[config.mk]
export PLATFORM = sky130hd
export DESIGN_NAME = hpt_walker
export DESIGN_NICKNAME = d
export VERILOG_FILES = /design/src/rtl/hpt_pkg.sv /design/src/rtl/hpt_hash.sv /design/src/rtl/hpt_addr_gen.sv /design/src/rtl/hpt_entry_cmp.sv /design/src/rtl/hpt_walker.sv
export SDC_FILE = /design/constraint.sdc
export NUM_CORES = 1
export LEC_CHECK = 0
export ABC_CLOCK_PERIOD_IN_PS = 2460
export BUFFER_PORTS_ARGS = -buffer_cell sky130_fd_sc_hd__buf_4
export CAP_MARGIN = 20
export CORE_MARGIN = 3
export CORE_UTILIZATION = 47
export DETAILED_ROUTE_END_ITERATION = 8
export PLACE_DENSITY = 0.75
export SYNTH_ARGS = -nofsm -noshare
export SYNTH_HDL_FRONTEND = slang
export SYNTH_SLANG_ARGS = --single-unit
[constraint.sdc]
create_clock -name clk -period 2.46 [get_ports clk]
set_input_delay 0.246 -clock clk [delete_from_list [all_inputs] [get_ports clk]]
set_output_delay 0.246 -clock clk [all_outputs]
set_load 0.05 [all_outputs]
[src/rtl/hpt_pkg.sv]
package hpt_pkg;

    localparam int VPN_W       = 20;
    localparam int PPN_W       = 20;
    localparam int WORD_W      = 32;
    localparam int ENTRY_SHIFT = 3;
    localparam int WORD_BYTES  = 4;

    typedef enum logic [1:0] {
        ST_IDLE = 2'd0,
        ST_TAG  = 2'd1,
        ST_LINK = 2'd2
    } walk_state_e;

    typedef struct packed {
        logic             hit;
        logic             limit;
        logic [PPN_W-1:0] ppn;
    } walk_result_t;

    function automatic logic [VPN_W-1:0] word_page(input logic [WORD_W-1:0] w);
        return w[WORD_W-1 -: VPN_W];
    endfunction

endpackage

[src/rtl/hpt_hash.sv]
module hpt_hash
    import hpt_pkg::*;
#(
    parameter int PID_W    = 12,
    parameter int TBL_BITS = 10
) (
    input  logic [VPN_W-1:0]    vpn,
    input  logic [PID_W-1:0]    pid,
    output logic [TBL_BITS-1:0] idx
);
    logic [VPN_W-1:0] mix;

    always_comb begin
        mix = vpn ^ VPN_W'(pid);
        idx = mix[TBL_BITS-1:0];
    end
endmodule

[src/rtl/hpt_addr_gen.sv]
module hpt_addr_gen
    import hpt_pkg::*;
#(
    parameter int AW       = 32,
    parameter int TBL_BITS = 10
) (
    input  logic [AW-1:0]       base,
    input  logic [TBL_BITS-1:0] idx,
    input  logic                second_word,
    output logic [AW-1:0]       addr
);
    localparam logic [AW-1:0] WORD_STEP = AW'(WORD_BYTES);

    logic [AW-1:0] entry_off;

    always_comb begin
        entry_off = AW'(idx) << ENTRY_SHIFT;
        addr      = base + entry_off + (second_word ? WORD_STEP : '0);
    end
endmodule

[src/rtl/hpt_entry_cmp.sv]
module hpt_entry_cmp
    import hpt_pkg::*;
#(
    parameter int PID_W = 12
) (
    input  logic [WORD_W-1:0] tag_word,
    input  logic [VPN_W-1:0]  vpn,
    input  logic [PID_W-1:0]  pid,
    output logic              match
);
    logic vpn_eq;
    logic pid_eq;

    always_comb begin
        vpn_eq = (word_page(tag_word) == vpn);
        pid_eq = (tag_word[PID_W-1:0] == pid);
        match  = vpn_eq && pid_eq;
    end
endmodule

[src/rtl/hpt_walker.sv]
module hpt_walker
    import hpt_pkg::*;
#(
    parameter int AW        = 32,
    parameter int PID_W     = 12,
    parameter int TBL_BITS  = 10,
    parameter int MAX_CHAIN = 8
) (
    input  logic                clk,
    input  logic                rst,
    input  logic                req_valid,
    output logic                req_ready,
    input  logic [VPN_W-1:0]    req_vpn,
    input  logic [PID_W-1:0]    req_pid,
    input  logic [AW-1:0]       table_base,
    output logic                mem_req,
    output logic [AW-1:0]       mem_addr,
    input  logic                mem_ack,
    input  logic [WORD_W-1:0]   mem_rdata,
    output logic                resp_valid,
    output logic                resp_hit,
    output logic                resp_limit,
    output logic [PPN_W-1:0]    resp_ppn
);
    localparam int CW = $clog2(MAX_CHAIN) + 1;
    localparam logic [CW-1:0] LAST_CNT = CW'(MAX_CHAIN - 1);

    walk_state_e         state_q;
    logic [VPN_W-1:0]    vpn_q;
    logic [PID_W-1:0]    pid_q;
    logic [AW-1:0]       base_q;
    logic [TBL_BITS-1:0] idx_q;
    logic [CW-1:0]       cnt_q;
    logic                match_q;
    walk_result_t        res_q;
    logic                resp_valid_q;

    logic [TBL_BITS-1:0] head_idx;
    logic [TBL_BITS-1:0] link_idx;
    logic                tag_match;
    logic                accept;
    logic                word_ack;
    logic                unused_rdata;

    hpt_hash #(.PID_W(PID_W), .TBL_BITS(TBL_BITS)) u_hash (
        .vpn (req_vpn),
        .pid (req_pid),
        .idx (head_idx)
    );

    hpt_addr_gen #(.AW(AW), .TBL_BITS(TBL_BITS)) u_addr (
        .base        (base_q),
        .idx         (idx_q),
        .second_word (state_q == ST_LINK),
        .addr        (mem_addr)
    );

    hpt_entry_cmp #(.PID_W(PID_W)) u_cmp (
        .tag_word (mem_rdata),
        .vpn      (vpn_q),
        .pid      (pid_q),
        .match    (tag_match)
    );

    assign req_ready    = (state_q == ST_IDLE);
    assign mem_req      = (state_q == ST_TAG) || (state_q == ST_LINK);
    assign accept       = req_valid && req_ready;
    assign word_ack     = mem_ack && mem_req;
    assign link_idx     = mem_rdata[TBL_BITS-1:0];
    assign unused_rdata = ^mem_rdata;

    always_ff @(posedge clk) begin
        if (rst) begin
            state_q      <= ST_IDLE;
            vpn_q        <= '0;
            pid_q        <= '0;
            base_q       <= '0;
            idx_q        <= '0;
            cnt_q        <= '0;
            match_q      <= 1'b0;
            res_q        <= '0;
            resp_valid_q <= 1'b0;
        end else begin
            resp_valid_q <= 1'b0;
            unique case (state_q)
                ST_IDLE: begin
                    if (accept) begin
                        vpn_q   <= req_vpn;
                        pid_q   <= req_pid;
                        base_q  <= table_base;
                        idx_q   <= head_idx;
                        cnt_q   <= '0;
                        state_q <= ST_TAG;
                    end
                end
                ST_TAG: begin
                    if (word_ack) begin
                        match_q <= tag_match;
                        state_q <= ST_LINK;
                    end
                end
                ST_LINK: begin
                    if (word_ack) begin
                        if (match_q) begin
                            res_q        <= '{hit: 1'b1, limit: 1'b0, ppn: word_page(mem_rdata)};
                            resp_valid_q <= 1'b1;
                            state_q      <= ST_IDLE;
                        end else if (link_idx == '0) begin
                            res_q        <= '{hit: 1'b0, limit: 1'b0, ppn: '0};
                            resp_valid_q <= 1'b1;
                            state_q      <= ST_IDLE;
                        end else if (cnt_q == LAST_CNT) begin
                            res_q        <= '{hit: 1'b0, limit: 1'b1, ppn: '0};
                            resp_valid_q <= 1'b1;
                            state_q      <= ST_IDLE;
                        end else begin
                            idx_q   <= link_idx;
                            cnt_q   <= cnt_q + 1'b1;
                            state_q <= ST_TAG;
                        end
                    end
                end
                default: state_q <= ST_IDLE;
            endcase
        end
    end

    assign resp_valid = resp_valid_q;
    assign resp_hit   = res_q.hit;
    assign resp_limit = res_q.limit;
    assign resp_ppn   = res_q.ppn;

endmodule

==> results of run 1 <==
[final cells by class]
class / instances / area [um^2] / area share (%)
Multi-Input combinational cell: 526 / 3570 / 47.1
Sequential cell: 104 / 2090 / 27.5
Timing Repair Buffer: 186 / 1500 / 19.8
Tap cell: 140 / 175 / 2.31
Clock buffer: 9 / 124 / 1.63
Clock inverter: 7 / 75.1 / 0.990
Inverter: 12 / 45.0 / 0.594
[sequential cells by signal (all words and copies together) (netlist names)]
| register | flops |
|---|---|
| base_q | 32 |
| resp_ppn | 20 |
| vpn_q | 20 |
| pid_q | 12 |
| idx_q | 10 |
| cnt_q | 4 |
| state_q | 2 |
| match_q | 1 |
| resp_hit | 1 |
| resp_limit | 1 |
| resp_valid | 1 |
[metrics by stage]
| step | total power [mW] | instances | hold slack, ps | area (um^2) | utilization, % |
|---|---|---|---|---|---|
| 2_1_floorplan | 3.23 | 679 | 360 | 5570 | - |
| 3_3_place_gp | 3.76 | 958 | 442 | 6920 | 63.5 |
| 3_5_place_dp | 3.80 | 958 | 449 | 6920 | 63.5 |
| 4_1_cts | 4.99 | 979 | 85.5 | 7400 | 68.0 |
| 5_1_grt | 5.30 | 984 | 97.9 | 7580 | 69.6 |
| 6_report | 5.06 | 984 | 100 | 7580 | 69.6 |
[power by group through the flow]
stage / sequential (mW) / combinational [mW] / clock, mW
2_1_floorplan: 2.00 / 1.22 / 0
3_3_place_gp: 2.02 / 1.74 / 0
3_5_place_dp: 2.03 / 1.77 / 0
4_1_cts: 2.00 / 1.86 / 1.13
5_1_grt: 2.03 / 2.07 / 1.20
6_report: 2.01 / 1.94 / 1.12
[how the worst max path moves through the flow]
stage | start | endpoint | slack [ps] | cells past startpoint
after floorplan | state_q[0] | mem_addr[28] | -160 | 11
after global placement | state_q[0] | mem_addr[30] | -190 | 12
after detailed placement | state_q[0] | mem_addr[30] | -260 | 12
after CTS | state_q[0] | mem_addr[26] | -590 | 12
after global routing | state_q[0] | mem_addr[16] | -760 | 13
final | state_q[0] | mem_addr[16] | -640 | 13
[worst max-delay path, cell delays in order (launching register included)]
cell and delay [ps]:
dfxtp_2 350, inv_2 50, ha_4 160, ha_4 150
inv_2 50, fa_2 200, nand2b_4 140, a21oi_4 80
o31a_1 300, nor3_4 460, buf_6 170, nor2_4 40
xor2_4 160, buf_6 150
[cells by family after synthesis]
| group | count (synthesis) |
|---|---|
| AND/OR/NAND/NOR | 290 |
| buffers and inverters | 49 |
| flip-flops | 104 |
| AO/OA/AOI/OAI | 139 |
| XOR/XNOR | 69 |
| multiplexers | 11 |
| adder cells (fa/ha/maj) | 17 |
[metal layers]
layer	global-route usage (%)	vias up
met3	4.78	40
met4	11.9	0
li1	-	2596
met1	31.3	2509
met2	43.0	153
met5	0	-
[cell usage in the layout, fill, tap and decap left out, drive strengths merged, types with 2 or more instances in the layout]
| cell | count |
|---|---|
| buf | 186 |
| nand2 | 181 |
| dfxtp | 104 |
| a21oi | 101 |
| xor2 | 35 |
| xnor2 | 34 |
| nand3 | 33 |
| nor2 | 28 |
| o21ai | 23 |
| ha | 16 |
| inv | 15 |
| nand4 | 11 |
| mux2i | 10 |
| nor4 | 10 |
| clkbuf | 9 |
| nor3 | 7 |
| nand2b | 4 |
| and3 | 3 |
| or3 | 3 |
| or2 | 3 |
| clkinv | 3 |
| o211ai | 2 |
| o21a | 2 |
| nor3b | 2 |
| o22ai | 2 |
| and2 | 2 |
[what timing repair did]
action	in CTS	in global routing
pin swaps	21	27
setup buffers	6	7
endpoints found under the setup margin	24	26
resized for setup	51	28
==> flow_summary_export.csv, run 1 <==
group,metric,value,unit
setup_path,crit_path_max_fanout,4,
setup_path,cp_data_arrival_time,2850,ps
floorplan,dieHeight,112,um
outcome,violations,"negative setup slack",
setup_path,cp-end-kind,"output pin",
setup_path,reg2reg_depth,7,
hold_path,hold_path_depth,3,
grt,grt_pass1_wl,26.0,mm
final_layout,syn_to_final_growth,43.7,%
power,pwr-share-comb,38.2,%
yosys,synth.area.top_cells,"dfxtp_1, nand2_1, a21oi_1",
yosys,yosysWarnings,0,
timing,worst_pin_slew,851,ps
timing,fmax,323,MHz
grt,grt_max_degree,65,
placed_design,io_buffers,156,
final_layout,num-nets-final,956,
yosys,synthMuxAreaShare,2.11,%
grt,track_usage,25.4,%
hold_path,hp-class,"in -> reg",
yosys,synth_top_area_share,39.5,%
floorplan,die_area,12500,um^2
yosys,synthTopCellsByCount,"nand2_1, dfxtp_1, a21oi_1, xor2_1, xnor2_1",
timing,period_share,126,%
hold_path,min_from,"table_base[25]",
timing,rsz0062_at_grt,"yes",
yosys,synthSimpleGateAreaFrac,24.1,%
clock_tree,hold_buffers,0,
routing,drt_wl_total,16.5,mm
yosys,synth_xor_xnor_area_share,11.5,%
final_layout,diodes,0,
final_layout,drive_gt1_share,33.1,%
setup_path,r2r_setup_slack,340,ps
yosys,synth.distinct_cells,51,
power,pwr-share-clk,22.0,%
yosys,synth_top_flop_cell,"dfxtp_1",
setup_path,r2r_end,"idx_q[1]",
routing,drt_first_pass_iters,5,
yosys,synth-seq-cells,104,
yosys,synth.largest_area_cell,"dfxtp_1",
yosys,postSynthNetCount,796,
clock_tree,clk_path_buf_depth,2,
yosys,async_reset_ff_share,0,%
timing,finalHoldViolCount,0,
power,p_per_area,668,nW/um^2
routing,top_layer,"met4",
outcome,status,"complete, but fails checks",
routing,drt_iter0_drc,315,
timing,setup_violations,24,
yosys,yosysSeqAreaShare,39.5,%
floorplan,io_pins,157,
power,p_leak,3.21,nW
floorplan,die_w,112,um
yosys,synth-edff-count,0,
routing,met2WireLength,8.34,mm
floorplan,core_area,10900,um^2
clock_tree,cts.htree.levels,3,
clock_tree,clock_latency,390,ps
routing,num_vias,5298,
power,p_seq_share,39.7,%
yosys,avgSynthCellArea,7.77,um^2
power,p_switching,1.97,mW
clock_tree,clk_root_buffer_cell,"clkbuf_8",
grt,grt_remaining_overflow,0,
hold_path,hold_end,"base_q[25]",
setup_path,required,2210,ps
clock_tree,clkSlewWorstSetupHoldPaths,110,ps
grt,antenna_found_initial,0,
routing,wl_met3,791,um
yosys,syn-cell-area,5280,um^2
clock_tree,cts-buffers-inserted,9,
grt,grt_pass1_vias,5387,
routing,drc_errors,0,
routing,viasPerCell,5.38,
placed_design,dp_hpwl,11.4,mm
yosys,synth_top_family_by_area,"simple AND/OR/NAND/NOR gates",
timing,slew_headroom,43.2,%
power,sw_frac_of_total,38.9,%
clock_tree,cts_tree,"yes",
routing,ant_nets,0,
flow_run,maxCapViolations,0,
power,peakVddDrop,0.454,mV
placed_design,pre_cts_ws,-259,ps
timing,setup_tns,-7620,ps
placed_design,gp_congestion,0.896,
yosys,netlist_instances,679,
floorplan,start_util,48.4,%
timing,layout_min_cycle_time,3100,ps
power,internal_power,3.09,mW
floorplan,rows,38,
yosys,synth_compound_area_share,14.8,%
timing,maxSlewViolCount,0,
timing,fin_skew,17.4,ps
clock_tree,clock_sinks,104,
yosys,synth_most_common_cell,"nand2_1",
setup_path,crit_type,"reg -> out",
routing,wl_met1,6.82,mm
routing,wire_per_inst,16.7,um
yosys,synth_fa_ha_area_share,4.17,%
setup_path,reg2reg_from,"state_q[1]",
setup_path,startpoint_type,"flip-flop",
final_layout,fillers,866,
timing,layout_setup_ws,-640,ps
Note: power is estimated with default switching activity, not from simulation.
==> run 2: changes to the inputs <==
--- a/config.mk
+++ b/config.mk
@@ -8,10 +8,11 @@
 export ABC_CLOCK_PERIOD_IN_PS = 2460
 export BUFFER_PORTS_ARGS = -buffer_cell sky130_fd_sc_hd__buf_4
 export CAP_MARGIN = 20
-export CORE_MARGIN = 3
+export CORE_MARGIN = 5
 export CORE_UTILIZATION = 47
 export DETAILED_ROUTE_END_ITERATION = 8
 export PLACE_DENSITY = 0.75
+export SLEW_MARGIN = 25
 export SYNTH_ARGS = -nofsm -noshare
 export SYNTH_HDL_FRONTEND = slang
 export SYNTH_SLANG_ARGS = --single-unit
==> constraint.sdc (replaced) <==
create_clock -name clk -period 2.46 [get_ports clk]
set_input_delay 0.246 -clock clk [delete_from_list [all_inputs] [get_ports clk]]
set_output_delay 0.246 -clock clk [all_outputs]
set_load 0.1 [all_outputs]
==> flow_summary_export.csv, run 2 (synthesized netlist as in run 1, its figures left out) <==
group,metric,value,unit
floorplan,core_area,10900,um^2
grt,track_usage,25.3,%
hold_path,hp-class,"in -> reg",
routing,drc_errors,0,
routing,num_vias,5517,
setup_path,critical_path.cell_chain,"inv_2, ha_4, ha_4, inv_2, fa_2, nand2b_4, a21oi_4, buf_6, o21ai_4, o22ai_4, nand4_1, xnor2_4, buf_12",
setup_path,slowest_delay,350,ps
setup_path,crit_path_max_fanout,3,
clock_tree,clk_root_buffer_cell,"clkbuf_16",
timing,hold_slack,136,ps
setup_path,cp-end-kind,"output pin",
floorplan,die_area,13400,um^2
setup_path,cp_data_arrival_time,2780,ps
final_layout,diodes,0,
routing,drt_iter0_drc,359,
timing,rsz0062_at_grt,"yes",
placed_design,gp_congestion,0.900,
final_layout,final_common_cell,"nand2_1",
timing,setup_violations,24,
clock_tree,clock_latency,350,ps
clock_tree,cts_tree,"yes",
timing,layout_setup_ws,-566,ps
timing,fin_skew,6.75,ps
final_layout,layout_common_cells,"nand2_1, buf_4, dfxtp_1, a21oi_1, nand3_1",
timing,fmax,330,MHz
grt,grt_max_degree,65,
outcome,violations,"negative setup slack",
placed_design,io_buffers,156,
floorplan,start_util,48.2,%
placed_design,place_inst,986,
setup_path,crit_slowest_cell,"fa_2",
floorplan,io_pins,157,
setup_path,startpoint_type,"flip-flop",
clock_tree,cts-buffers-inserted,9,
grt,antenna_found_initial,0,
clock_tree,cts.htree.levels,3,
timing,maxSlewViolCount,0,
power,p_per_area,734,nW/um^2
routing,drt_wl_total,17.5,mm
timing,period_share,123,%
setup_path,required,2210,ps
outcome,status,"complete, but fails checks",
floorplan,rows,38,
setup_path,cpLargestDelayFamily,"adder cells",
final_layout,drive_gt1_share,35.9,%
routing,drt_first_pass_iters,6,
final_layout,stdcell_count,1010,
final_layout,fillers,735,
flow_run,maxCapViolations,0,
timing,slew_headroom,44.3,%
floorplan,die_w,116,um
final_layout,regMostFlops,"base_q",
timing,worst_pin_slew,835,ps
power,peakVddDrop,0.513,mV
final_layout,syn_to_final_growth,58.8,%
setup_path,path_buf_inv,4,
floorplan,dieHeight,116,um
grt,grt_pass1_wl,26.8,mm
grt,grt_remaining_overflow,0,
final_layout,num-nets-final,982,
timing,layout_min_cycle_time,3030,ps
final_layout,largest_register_ffs,32,
clock_tree,clkSlewWorstSetupHoldPaths,80,ps
grt,grt_pass1_vias,5498,
placed_design,dp_hpwl,12.4,mm
routing,wire_per_inst,17.3,um
routing,ant_nets,0,
setup_path,crit_type,"reg -> out",
power,p_leak,3.53,nW
clock_tree,clk_path_buf_depth,2,
timing,finalHoldViolCount,0,
clock_tree,hold_buffers,0,
routing,viasPerCell,5.46,
clock_tree,clock_sinks,104,
==> run 2: cell count changes in the layout (fill, tap and decap cells not counted), moves of 7 or more <==
cell | previous run | this run
buf_4 | 161 | 172
xor2_4 | 3 | 10
clkbuf_16 | 0 | 9
clkbuf_8 | 9 | 1
buf_6 | 23 | 14
buf_12 | 1 | 26
xnor2_4 | 5 | 13
==> run 2: worst paths after layout <==
kind / end / slack (ps) / cells past startpoint / startpoint
setup reg to reg: idx_q[9] / 200 / 11 / state_q[0]
setup / recovery: mem_addr[30] / -570 / 13 / state_q[0]
hold reg to reg: resp_ppn[9] / 460 / 2 / resp_ppn[9]
hold / removal: vpn_q[18] / 140 / 3 / req_vpn[18]
==> run 2: worst min-delay path, delay by kind of cell <==
kind / cells / cell delay, ps
compound gates: 1 / 50
simple gates: 1 / 40
buf+inv: 1 / 110
==> run 2: repair_timing <==
item                                    in CTS  in global routing
endpoints found under the setup margin      24                 26
pin swaps                                   35                 19
buffers inserted                             7                  6
resized for setup                          101                 21
==> run 2: area by class of cell <==
cell class / count / area (um^2) / area share (%)
multi-input combinational: 526 / 3810 / 45.5
clock buffer: 10 / 239 / 2.85
tap: 140 / 175 / 2.09
clock inverter: 6 / 56.3 / 0.672
inverter: 12 / 45.0 / 0.538
timing repair buffer: 212 / 1970 / 23.5
sequential: 104 / 2080 / 24.9
==> run 2: metrics by stage <==
step	total power, mW	setup WS [ps]	cell area, um^2	setup TNS, ps	utilization, %
after global routing	6.41	-646	8380	-10040	76.6
after global placement	4.38	-216	7480	-1660	68.4
after detailed placement	4.42	-307	7480	-2490	68.4
after floorplan	3.76	-404	5910	-4110	-
after CTS	6.09	-637	8270	-7860	75.6
final	6.15	-566	8380	-7970	76.6
==> run 2: routing by layer <==
layer / vias to the layer above / global-route usage (%) / routed length, um
met3: 53 / 4.44 / 1130
met5: - / 0 / 0
met2: 227 / 43.0 / 8700
li1: 2652 / - / -
met1: 2585 / 31.6 / 7030
met4: 0 / 10.5 / 613
==> run 2: power breakdown <==
part           total [mW]  internal (mW)  switching [mW]
combinational        2.72           1.00            1.72
clock                1.44          0.741           0.700
sequential           1.99           1.85           0.144
total                6.15           3.59            2.56
